File: src/rtl/antgate_pkg.sv
package antgate_pkg;
  // Strobes from the control module to the datapath.
  typedef struct packed {
    logic rise;   // low-to-high transition on this tick's sample
    logic fall;   // high-to-low transition on this tick's sample
    logic level;  // current sampled level of the sync input
    logic clear;  // run disabled: drop all measurements
    logic armed;  // a full period has been measured
  } phaseStrb_t;
endpackage

File: src/rtl/antgate_ctrl.sv
module antgate_ctrl
  import antgate_pkg::*;
(
  input  logic       clk,
  input  logic       rstN,
  input  logic       syncIn,
  input  logic       enable,
  output phaseStrb_t strb,
  output logic       measured
);
  localparam logic [1:0] SEEN_FULL = 2'd3;

  logic       syncD;
  logic [1:0] edgeSeen;
  logic       riseW, fallW;

  assign riseW = syncIn & ~syncD;
  assign fallW = ~syncIn & syncD;

  always_ff @(posedge clk or negedge rstN) begin
    if (!rstN) begin
      syncD    <= 1'b0;
      edgeSeen <= '0;
    end else begin
      syncD <= syncIn;
      if (!enable)
        edgeSeen <= '0;
      else if ((riseW | fallW) && edgeSeen != SEEN_FULL)
        edgeSeen <= edgeSeen + 2'd1;
    end
  end

  assign measured = (edgeSeen == SEEN_FULL);

  always_comb begin
    strb.rise  = riseW;
    strb.fall  = fallW;
    strb.level = syncIn;
    strb.clear = ~enable;
    strb.armed = measured;
  end

  // the measured flag only comes up right after a transition
  assert_armed_after_edge_R2: assert property (@(posedge clk) disable iff (!rstN)
    $rose(measured) |-> $past(riseW | fallW));

  // a disabled run leaves the flag low on the following tick
  assert_disable_clears_R1: assert property (@(posedge clk) disable iff (!rstN)
    !enable |=> !measured);
endmodule

File: src/rtl/antgate_dp.sv
module antgate_dp
  import antgate_pkg::*;
#(
  parameter int CNT_W     = 8,
  parameter int ANT1      = 1,
  parameter int ANT2_STEP = 1,
  parameter int MIN_ON    = 4
) (
  input  logic       clk,
  input  logic       rstN,
  input  phaseStrb_t strb,
  input  logic [1:0] antSel,
  input  logic       inhibit,
  output logic       gate1,
  output logic       gate2
);
  localparam logic [CNT_W-1:0] CNT_MAX  = {CNT_W{1'b1}};
  localparam logic [CNT_W-1:0] ONE_C    = CNT_W'(1);
  localparam logic [CNT_W-1:0] FIRST_ON = CNT_W'(2);
  localparam logic [CNT_W-1:0] ANT1_C   = CNT_W'(ANT1);
  localparam logic [CNT_W-1:0] MIN_ON_C = CNT_W'(MIN_ON);

  logic [CNT_W-1:0] phaseCnt, lastHi, lastLo, onCnt;
  logic             killed;

  logic [CNT_W-1:0] cntNext, ant2Cnt, onNext;
  logic             anyEdge, g1Next, g2Cand, g2Next, killNow, killedNext;

  function automatic logic [CNT_W-1:0] offPoint(input logic [CNT_W-1:0] last,
                                                input logic [CNT_W-1:0] ant);
    return (last > ant) ? last - ant : '0;
  endfunction

  function automatic logic [CNT_W-1:0] satInc(input logic [CNT_W-1:0] v);
    return (v == CNT_MAX) ? v : v + ONE_C;
  endfunction

  always_comb begin
    unique case (antSel)
      2'd0:    ant2Cnt = CNT_W'(ANT2_STEP);
      2'd1:    ant2Cnt = CNT_W'(2 * ANT2_STEP);
      default: ant2Cnt = CNT_W'(3 * ANT2_STEP);
    endcase
  end

  assign anyEdge = strb.rise | strb.fall;
  assign cntNext = anyEdge ? ONE_C : satInc(phaseCnt);

  always_comb begin
    g1Next = strb.armed & strb.level & (cntNext >= FIRST_ON)
           & (cntNext <= offPoint(lastHi, ANT1_C));
    g2Cand = strb.armed & ~strb.level & (cntNext >= FIRST_ON)
           & (cntNext <= offPoint(lastLo, ant2Cnt));
    killNow    = g2Cand & ~killed & inhibit & (onCnt >= MIN_ON_C);
    g2Next     = g2Cand & ~killed & ~killNow;
    onNext     = g2Next ? satInc(onCnt) : '0;
    killedNext = anyEdge ? 1'b0 : (killed | killNow);
  end

  always_ff @(posedge clk or negedge rstN) begin
    if (!rstN) begin
      phaseCnt <= '0;
      lastHi   <= '0;
      lastLo   <= '0;
      onCnt    <= '0;
      killed   <= 1'b0;
      gate1    <= 1'b0;
      gate2    <= 1'b0;
    end else if (strb.clear) begin
      phaseCnt <= '0;
      lastHi   <= '0;
      lastLo   <= '0;
      onCnt    <= '0;
      killed   <= 1'b0;
      gate1    <= 1'b0;
      gate2    <= 1'b0;
    end else begin
      phaseCnt <= cntNext;
      if (strb.fall) lastHi <= phaseCnt;
      if (strb.rise) lastLo <= phaseCnt;
      onCnt  <= onNext;
      killed <= killedNext;
      gate1  <= g1Next;
      gate2  <= g2Next;
    end
  end

  // the two drives are never high together
  assert_dual_off_R6: assert property (@(posedge clk) disable iff (!rstN)
    !(gate1 && gate2));

  // gate 2 never comes up on the tick after gate 1 was high
  assert_dead_tick_R6: assert property (@(posedge clk) disable iff (!rstN)
    $rose(gate2) |-> !$past(gate1));

  // gate 1 sits inside its window of the current high phase
  assert_g1_window_R3: assert property (@(posedge clk) disable iff (!rstN)
    gate1 |-> (phaseCnt >= FIRST_ON && phaseCnt <= lastHi));

  // an inhibit cut happens only after the minimum on-time
  assert_min_on_R7: assert property (@(posedge clk) disable iff (!rstN)
    ($fell(gate2) && killed) |-> ($past(onCnt) >= MIN_ON_C));

  // a saturated count holds until a transition or a clear
  assert_no_overflow_R8: assert property (@(posedge clk) disable iff (!rstN)
    (phaseCnt == CNT_MAX && !anyEdge && !strb.clear) |=> (phaseCnt == CNT_MAX));
endmodule

File: src/rtl/sr_gate_timer.sv
module sr_gate_timer
  import antgate_pkg::*;
#(
  parameter int CNT_W     = 8,
  parameter int ANT1      = 1,
  parameter int ANT2_STEP = 1,
  parameter int MIN_ON    = 4
) (
  input  logic       clk,
  input  logic       rstN,
  input  logic       syncIn,
  input  logic [1:0] antSel,
  input  logic       inhibit,
  input  logic       enable,
  output logic       gate1,
  output logic       gate2,
  output logic       measured
);
  phaseStrb_t strb;

  antgate_ctrl u_ctrl (
    .clk      (clk),
    .rstN     (rstN),
    .syncIn   (syncIn),
    .enable   (enable),
    .strb     (strb),
    .measured (measured)
  );

  antgate_dp #(
    .CNT_W     (CNT_W),
    .ANT1      (ANT1),
    .ANT2_STEP (ANT2_STEP),
    .MIN_ON    (MIN_ON)
  ) u_dp (
    .clk     (clk),
    .rstN    (rstN),
    .strb    (strb),
    .antSel  (antSel),
    .inhibit (inhibit),
    .gate1   (gate1),
    .gate2   (gate2)
  );
endmodule

File: config.mk
export PLATFORM = sky130hd
export DESIGN_NAME = sr_gate_timer
export DESIGN_NICKNAME = d
export VERILOG_FILES = /design/src/rtl/antgate_pkg.sv /design/src/rtl/antgate_ctrl.sv /design/src/rtl/antgate_dp.sv /design/src/rtl/sr_gate_timer.sv
export SDC_FILE = /design/constraint.sdc
export NUM_CORES = 1
export LEC_CHECK = 0
export BUFFER_PORTS_ARGS = -buffer_cell sky130_fd_sc_hd__buf_2
export CORE_ASPECT_RATIO = 0.75
export CORE_MARGIN = 5
export CORE_UTILIZATION = 55
export CTS_BUF_LIST = sky130_fd_sc_hd__clkbuf_4
export CTS_CLUSTER_SIZE = 25
export DETAILED_ROUTE_END_ITERATION = 10
export PLACE_DENSITY = 0.72
export SKIP_CTS_REPAIR_TIMING = 1
export SLEW_MARGIN = 40
export SYNTH_ARGS = -nofsm -noshare
export SYNTH_HDL_FRONTEND = slang
export SYNTH_SLANG_ARGS = --single-unit
File: constraint.sdc
create_clock -name clk -period 3.7 [get_ports clk]
set_input_delay 0.925 -clock clk [delete_from_list [all_inputs] [get_ports clk]]
set_output_delay 0.925 -clock clk [all_outputs]
set_load 0.005 [all_outputs]
Word-level counts from Yosys, hierarchy flattened

Index checks and enable logic that the tools add are counted.

Register bits after elaboration: 38
Input port bits: 7
Output and inout bits: 3
Logic and storage cells: 68

Add/subtract/negate cells: 5
Order comparisons: 6
Equality and inequality tests: 9
Muxes and demuxes: 19
Bitwise gates (word level): 18
Reduce and logical (&&, ||, !) cells: 2

Operators by type and width:

| kind                                                                                 | count |
|---|---|
| 8-bit 2-to-1 mux                                                                     | 12 |
| 8-bit by 1-bit adder with 8-bit output (second input constant)                       | 2 |
| 8-bit equality test (second input constant)                                          | 2 |
| 8-bit <= comparator                                                                  | 2 |
| 1-bit AND                                                                            | 12 |
| 8-bit by 2-bit greater-or-equal comparator with 1-bit output (second input constant) | 1 |
| 8-bit by 3-bit greater-or-equal comparator with 1-bit output (second input constant) | 1 |
| 8-bit by 1-bit > comparator with 1-bit output (second input constant)                | 1 |
| 8-bit by 2-bit > comparator with 1-bit output                                        | 1 |
| 8-bit by 1-bit subtractor with 8-bit output (second input constant)                  | 1 |
| 8-bit by 2-bit subtractor with 8-bit output                                          | 1 |
| 2-bit by 1-bit inequality test with 1-bit output (second input constant)             | 3 |
| 1-bit 2-to-1 mux                                                                     | 4 |
| 2-bit 2-to-1 mux                                                                     | 2 |
| 1-bit inverter                                                                       | 4 |
| 2-bit one-hot mux with 2 select lines                                                | 1 |
| 3-bit inequality test (second input constant)                                        | 1 |
| 2-bit by 1-bit adder with 2-bit output (second input constant)                       | 1 |
| 2-bit by 1-bit equality test with 1-bit output (second input constant)               | 1 |
| 2-bit equality test (second input constant)                                          | 1 |
| 2-bit zero test                                                                      | 1 |
| 2-bit inequality test (second input constant)                                        | 1 |
| 1-bit bitwise OR                                                                     | 2 |
| 1-bit logical AND                                                                    | 1 |

Logic depth before layout (Yosys ltp)

Gate-level depths: netlist of run 1.

Depth in word-level cells: 14
Mapped depth: 15
Mapped depth without buffers: 15

Hierarchy

From an unflattened synthesis of run 1, not the netlist that was laid out.

Cells, all modules: 294
Area, all modules: 2,696.3 sq um

Modules (own cells, without submodules):

| module       | times used | cells each | area each (sq um) | seq. area each (sq um) |
|---|---|---|---|---|
| antgate_dp   | 1          | 275        | 2,507.4           | 875.8 |
| antgate_ctrl | 1          | 19         | 188.9             | 75.1 |

Worst setup path before layout of run 1

Ideal clock, no wire load.

Path kind: input port to flip-flop
Start: input port antSel[0]
End: register u_dp.onCnt[6]
Setup time: 81 ps
Data arrival time: 3,635 ps
Data required time: 3,619 ps
Setup slack: -16 ps
Stages on the path: 14
Buffers on the path: 0
Cells stage by stage: or2_2 > inv_1 > ha_1 > a211oi_1 > nand2_1 > nor3_1 > xor2_1 > nand2_1 > ha_1 > a211oi_1 > o21ai_0 > o21ai_0 > nand4_4 > nor3_2

Longest elaborated chain between the ends: 13
Elaborated cells between the ends (all ways): 16
Classes of those cells: add/sub (1); order compare (2); eq/ne (2); mux (4); bitwise (6); reduce/logical (1)

RTL lines:

| element                                                                                                             | line                               | source |
|---|---|---|
| from (decl)                                                                                                         | sr_gate_timer.sv:12                | `input logic [1:0] antSel,` |
| 2-bit by 1-bit equality test with 1-bit output / 2-bit zero test (equally long branches)                            | antgate_dp.sv:39                   | `unique case (antSel)` |
| 2-bit one-hot mux with 2 select lines *                                                                             | antgate_dp.sv:39                   |  |
| 8-bit by 2-bit subtractor with 8-bit output / 8-bit by 2-bit > comparator with 1-bit output (equally long branches) | antgate_dp.sv:31                   | `return (last > ant) ? last - ant : '0;` |
| 8-bit 2-to-1 mux *                                                                                                  | antgate_dp.sv:31                   |  |
| 8-bit <= comparator *                                                                                               | antgate_dp.sv:53                   | `& (cntNext <= offPoint(lastLo, ant2Cnt));` |
| 1-bit AND *                                                                                                         | antgate_dp.sv:53                   |  |
| 1-bit AND *                                                                                                         | antgate_dp.sv:54, antgate_dp.sv:55 |  |
| 1-bit AND (2 in series)                                                                                             | antgate_dp.sv:54                   | `killNow = g2Cand & ~killed & inhibit & (onCnt >= MIN_ON_C);` |
| 1-bit inverter                                                                                                      | antgate_dp.sv:55                   | `g2Next = g2Cand & ~killed & ~killNow;` |
| 1-bit AND *                                                                                                         | antgate_dp.sv:55                   |  |
| 8-bit 2-to-1 mux                                                                                                    | antgate_dp.sv:56                   | `onNext = g2Next ? satInc(onCnt) : '0;` |
| 8-bit 2-to-1 mux                                                                                                    | antgate_dp.sv:69                   | `end else if (strb.clear) begin` |
| to (signal assigned)                                                                                                | antgate_dp.sv:81                   | `onCnt <= onNext;` |
| to (decl)                                                                                                           | antgate_dp.sv:23                   | `logic [CNT_W-1:0] phaseCnt, lastHi, lastLo, onCnt;` |

Every way passes the cells marked *; elsewhere a longest branch is shown, timed or not.
A chain may end at the register's enable or synchronous reset.

Worst setup path after layout of run 1

Start: input port antSel[0]
End: register u_dp.onCnt[7]

The elaborated chain is that of the path after synthesis.

==> results of run 1 <==
## synth_stat cells (all sizes together), types with 5 or more instances
library cell / instances / share of area [%]
xnor2: 6 / 2.0
nor2: 30 / 4.2
xor2: 10 / 3.3
ha: 26 / 12
o21ai: 9 / 1.7
a21oi: 9 / 1.7
dfrtp: 38 / 36
inv: 14 / 2.0
a31oi: 7 / 1.6
nand4: 5 / 1.7
mux2i: 19 / 7.1
nand2: 25 / 3.5
and3: 8 / 1.9
nor2b: 19 / 4.5
nor3: 8 / 1.9
nand3: 10 / 1.9
and2: 7 / 1.6
clkbuf: 9 / 1.3
## worst max-delay path: cells and delay by family
kind / cells / cell delay (ns)
AND/OR/NAND/NOR: 6 / 1.03
buffers and inverters: 3 / 0.32
adder cells (fa/ha/maj): 2 / 0.54
AO/OA/AOI/OAI: 4 / 0.80
XOR/XNOR: 1 / 0.17
## stage by stage
| stage | setup slack [ns] | TNS [ns] | hold slack [ns] | area (sq um) | util (%) |
|---|---|---|---|---|---|
| after detailed placement | -0.249 | -1.67 | 0.523 | 2810 | 61.5 |
| after global routing | -0.00280 | -0.00280 | 0.528 | 2940 | 64.2 |
| after CTS | 0.142 | 0 | 0.514 | 2920 | 63.8 |
| after global placement | -0.149 | -0.767 | 0.511 | 2810 | 61.4 |
| after floorplan | 0.0869 | 0 | 0.487 | 2660 | - |
| final | 0.204 | 0 | 0.501 | 2940 | 64.2 |
## registers in the layout, summed over array words and instances, names as in the netlist
| name | count |
|---|---|
| u_dp.lastLo | 8 |
| u_dp.gate2 | 1 |
| u_ctrl.syncD | 1 |
| u_dp.lastHi | 8 |
| u_ctrl.edgeSeen | 2 |
| u_dp.killed | 1 |
| u_dp.phaseCnt | 8 |
| u_dp.gate1 | 1 |
| u_dp.onCnt | 8 |
## layer usage
layer  part of all wire [%]  wire length, um  up-vias  GRT usage (%)
met3                    3.9              222        7           3.43
met1                     52             2910      994           27.7
met4                    1.0               57        0           5.45
met2                     43             2440       37           29.1
met5                      0                0        -              0
li1                       -                -     1054              -
## power by group through the flow
stage	registers [uW]	clock network (uW)	logic, uW
3_5_place_dp	436	0	150
6_report	428	366	153
5_1_grt	430	394	174
4_1_cts	428	377	152
2_1_floorplan	436	0	98.2
3_3_place_gp	436	0	146
## cells by family (layout without fill, tap and decap cells)
family	Yosys count	count (layout)
xor+xnor	16	16
simple gates	127	127
flops	38	38
mux	19	19
compound gates	41	41
buf+inv	25	42
fa+ha+maj	27	27
## worst max path at each step
stage / from / end / slack (ns) / cells after the start
3_3_place_gp: antSel[0] / u_dp.onCnt[7] / -0.15 / 16
5_1_grt: antSel[0] / u_dp.onCnt[6] / -0.003 / 16
2_1_floorplan: antSel[0] / u_dp.onCnt[6] / 0.09 / 14
6_report: antSel[0] / u_dp.onCnt[7] / 0.20 / 16
3_5_place_dp: antSel[0] / u_dp.onCnt[6] / -0.25 / 16
4_1_cts: antSel[0] / u_dp.onCnt[7] / 0.14 / 16
## cell type report
class                           count  area, sq um  share of cell area, %
Multi-Input combinational cell    230         1620                   55.3
Clock inverter                      3         68.8                   2.34
Clock buffer                        5         37.5                   1.28
Sequential cell                    38          951                   32.4
Inverter                           14         52.6                   1.79
Timing Repair Buffer               20          130                   4.43
Tap cell                           57         71.3                   2.43
==> flow_summary.ini, run 1 <==
[yosys]
yosys_warnings = 0
synth_edf_count = 0
synthArstFlopShare_pct = 100
synthCells = 293
synth_compound_area_share_pct = 9.92
synth_mux_area_share_pct = 7.14
yosys.area_share.adder_pct = 13.0
synth_seq_cells = 38
synth.distinct_cells = 43
avgSynthCellArea_sq_um = 9.09
synth_top_family_by_area = simple AND/OR/NAND/NOR gates
synthesis.area_sq_um = 2660
ys.flop_type = dfrtp_1
ys_seq_area_share_pct = 35.7
synth_simple_gate_area_share_pct = 25.3
synth-xor-area-share_pct = 5.26
syn_nets = 327

[outcome]
outcome = completed

[pwr]
p_per_area_nw_per_um2 = 323
p_seq_share_pct = 45.2
ir_drop_uv = 174
p_int_uw = 701
pwr-share-clk_pct = 38.7
switching_share_pct = 26.0
total_power_uw = 948
p_comb_share_pct = 16.1
power.leakage_uw = 0.00140
p_sw_uw = 247

[run]
drv_cap = 0

[layout]
nets = 343
area_growth_pct = 10.2
nFillCells = 408
layout_commonest_cell = dfrtp_1
n_antenna_cell = 0
final_cell_mix = dfrtp_1 (38), nor2_1 (30), ha_1 (26), nand2_1 (25)
final_cells = 367
drive_gt1_share_pct = 12.3

[critical_path]
ff2ff_setup_slack_ns = 0.50
cp-end-kind = register
path_cells = buf_2 > or2_2 > inv_1 > ha_1 > a211oi_2 > nand2_1 > nor3_2 > xor2_1 > nand2_1 > ha_1 > a211oi_1 > o21ai_0 > o21ai_1 > buf_4 > nand4_4 > nor3_2
arrival_ns = 3.79
criticalPathCategory = in2reg
crit_slowest_cell = ha_1
reg2regPathDepth = 13
rr_startpoint = u_dp.phaseCnt[1]
timing.rr.end = u_dp.onCnt[7]
critPathRequiredTime_ns = 3.99
cpPeakStageDelay_ns = 0.31
cp_max_fo = 9
startpoint_type = input pin

[sta]
finalSetupViolations = 0
finalCritPeriodShare_pct = 94.5
slew_headroom_pct = 63.2
fmax_mhz = 286
fin_crit_ns = 3.50
worst_pin_slew_ns = 0.550
maxSlewViolCount = 0
clock_skew_ns = 0.0224
finalHoldViolCount = 0

[clock_network]
clk_latency_ns = 0.37
cts_tree = yes
path_clk_slew_ns = 0.14
cts_buffer_depth = 2
clkSinkCount = 38
root_buffer = clkbuf_4
htree_levels = 2
numCtsBuffers = 5

[route]
vias_per_cell = 5.70
drtIter0Drc = 121
post_drt_wl_per_cell_um = 15.3
ant_nets = 0
dr.pass1.iters = 4
vias = 2092
drc_errors = 0
routed_wl_um = 5630

[die]
die_y_um = 70.3
ios = 10
placementRows = 21
core_sq_um = 4570
start_util_pct = 58.2
die_w_um = 90.3
die_area_sq_um = 6350

[global_routing]
track_usage_pct = 19.1
antenna_found_initial = 0
grt_pass1_vias = 2035
grt_overflow = 0
grt_pass1_wl_um = 9930
grt_max_degree = 39

[worst_hold_path]
hp-class = in2async

[placement]
hpwl_um = 4140
dp_cells = 358
gp_congestion = 0.839
port_buffers = 9
(Power assumes the default switching activity.)
==> inputs of run 2 (changes only) <==
--- a/config.mk
+++ b/config.mk
@@ -5,14 +5,14 @@
 export SDC_FILE = /design/constraint.sdc
 export NUM_CORES = 1
 export LEC_CHECK = 0
+export ABC_CLOCK_PERIOD_IN_PS = 3700
 export BUFFER_PORTS_ARGS = -buffer_cell sky130_fd_sc_hd__buf_2
 export CORE_ASPECT_RATIO = 0.75
 export CORE_MARGIN = 5
-export CORE_UTILIZATION = 55
+export CORE_UTILIZATION = 40
 export CTS_BUF_LIST = sky130_fd_sc_hd__clkbuf_4
 export CTS_CLUSTER_SIZE = 25
 export DETAILED_ROUTE_END_ITERATION = 10
-export PLACE_DENSITY = 0.72
 export SKIP_CTS_REPAIR_TIMING = 1
 export SLEW_MARGIN = 40
 export SYNTH_ARGS = -nofsm -noshare
==> flow_summary.ini, run 2 (same netlist as run 1, synthesis figures left out) <==
[outcome]
outcome = completed

[critical_path]
criticalPathCategory = in2reg
cp_max_fo = 9
cpPeakStageDelay_ns = 0.31
path_delay_family = simple AND/OR/NAND/NOR gates
path_cells = buf_2 > or2_2 > inv_1 > ha_1 > a211oi_2 > nand2_1 > nor3_1 > xor2_1 > nand2_1 > ha_1 > a211oi_1 > o21ai_0 > o21ai_1 > buf_4 > nand4_4 > nor3_2
critPathRequiredTime_ns = 3.97
cp-end-kind = register
arrival_ns = 3.81
crit_slowest_cell = or2_2
cp_num_buf_inv = 3
startpoint_type = input pin

[die]
die_area_sq_um = 8410
start_util_pct = 41.7
die_w_um = 104
ios = 10
die_y_um = 80.7
placementRows = 25
core_sq_um = 6380

[worst_hold_path]
hp-class = in2async

[global_routing]
grt_pass1_wl_um = 9960
grt_overflow = 0
grt_pass1_vias = 1969
antenna_found_initial = 0
grt_max_degree = 39
track_usage_pct = 14.9

[layout]
drive_gt1_share_pct = 11.9
seqCellArea_sq_um = 951
final_cell_mix = dfrtp_1 (38), nor2_1 (30), ha_1 (26), nand2_1 (25)
nets = 343
area_growth_pct = 11.2
nFillCells = 632
n_antenna_cell = 0
multi_input_area_sq_um = 1620
layout_commonest_cell = dfrtp_1

[clock_network]
clkSinkCount = 38
clk_latency_ns = 0.35
path_clk_slew_ns = 0.14
htree_levels = 2
root_buffer = clkbuf_4
numCtsBuffers = 5
cts_buffer_depth = 2
cts_tree = yes

[sta]
finalHoldViolCount = 0
slew_headroom_pct = 65.3
whs_ns = 0.520
rsz0062_at_grt = no
finalCritPeriodShare_pct = 95.6
finalSetupViolations = 0
worst_pin_slew_ns = 0.517
clock_skew_ns = 0.0124
setup_tns_ns = 0
fin_crit_ns = 3.54
fmax_mhz = 283
maxSlewViolCount = 0

[placement]
port_buffers = 9
gp_congestion = 0.861
hpwl_um = 4350

[pwr]
p_per_area_nw_per_um2 = 321
ir_drop_uv = 201
total_power_uw = 950
power.leakage_uw = 0.00140

[route]
vias_per_cell = 5.32
routed_wl_um = 5840
ant_nets = 0
drc_errors = 0
dr.pass1.iters = 4
post_drt_wl_per_cell_um = 14.9
vias = 2080
drtIter0Drc = 96

[run]
drv_cap = 0
-- run 2: cell type report --
class	instances	area share, %
multi-input cells	230	54.7
flip-flops and latches	38	32.1
repair buffers	20	4.40
well taps	81	3.42
clock inverters	3	2.32
inverters	14	1.78
clock buffers	5	1.27
-- run 2: final timing paths --
kind	from	to	slack (ns)	depth (start not counted)
worst max register to register	u_dp.phaseCnt[1]	u_dp.onCnt[7]	0.48	13
worst max-delay path	antSel[0]	u_dp.onCnt[7]	0.16	16
worst min register to register	u_dp.killed	u_dp.killed	0.56	2
worst min-delay path	rstN	u_dp.lastLo[3]	0.52	1
min in group clk	u_dp.killed	u_dp.killed	0.56	2
max in group asynchronous	rstN	u_dp.onCnt[7]	2.82	1
-- run 2: per-stage QoR --
step / instances / setup WS, ns / utilization [%] / instance area (sq um)
6_report: 391 / 0.162 / 46.4 / 2960
5_1_grt: 391 / 0.000498 / 46.4 / 2960
4_1_cts: 391 / 0.0959 / 46.3 / 2960
3_5_place_dp: 383 / -0.256 / 44.6 / 2850
3_3_place_gp: 383 / -0.195 / 44.6 / 2850
2_1_floorplan: 293 / 0.0869 / - / 2660
-- run 2: power breakdown --
| part | switching, uW | internal (uW) |
|---|---|---|
| clock network | 156 | 212 |
| logic | 87.1 | 67.3 |
| registers | 5.32 | 423 |
| total | 249 | 701 |
-- run 2: metal layers --
| metal | track usage [%] | part of all wire, % | vias up |
|---|---|---|---|
| met5 | 0 | 0 | - |
| met4 | 3.49 | 0.74 | 0 |
| met3 | 3.37 | 5.0 | 4 |
| met2 | 21.4 | 40 | 56 |
| met1 | 22.3 | 54 | 964 |
| li1 | - | - | 1056 |
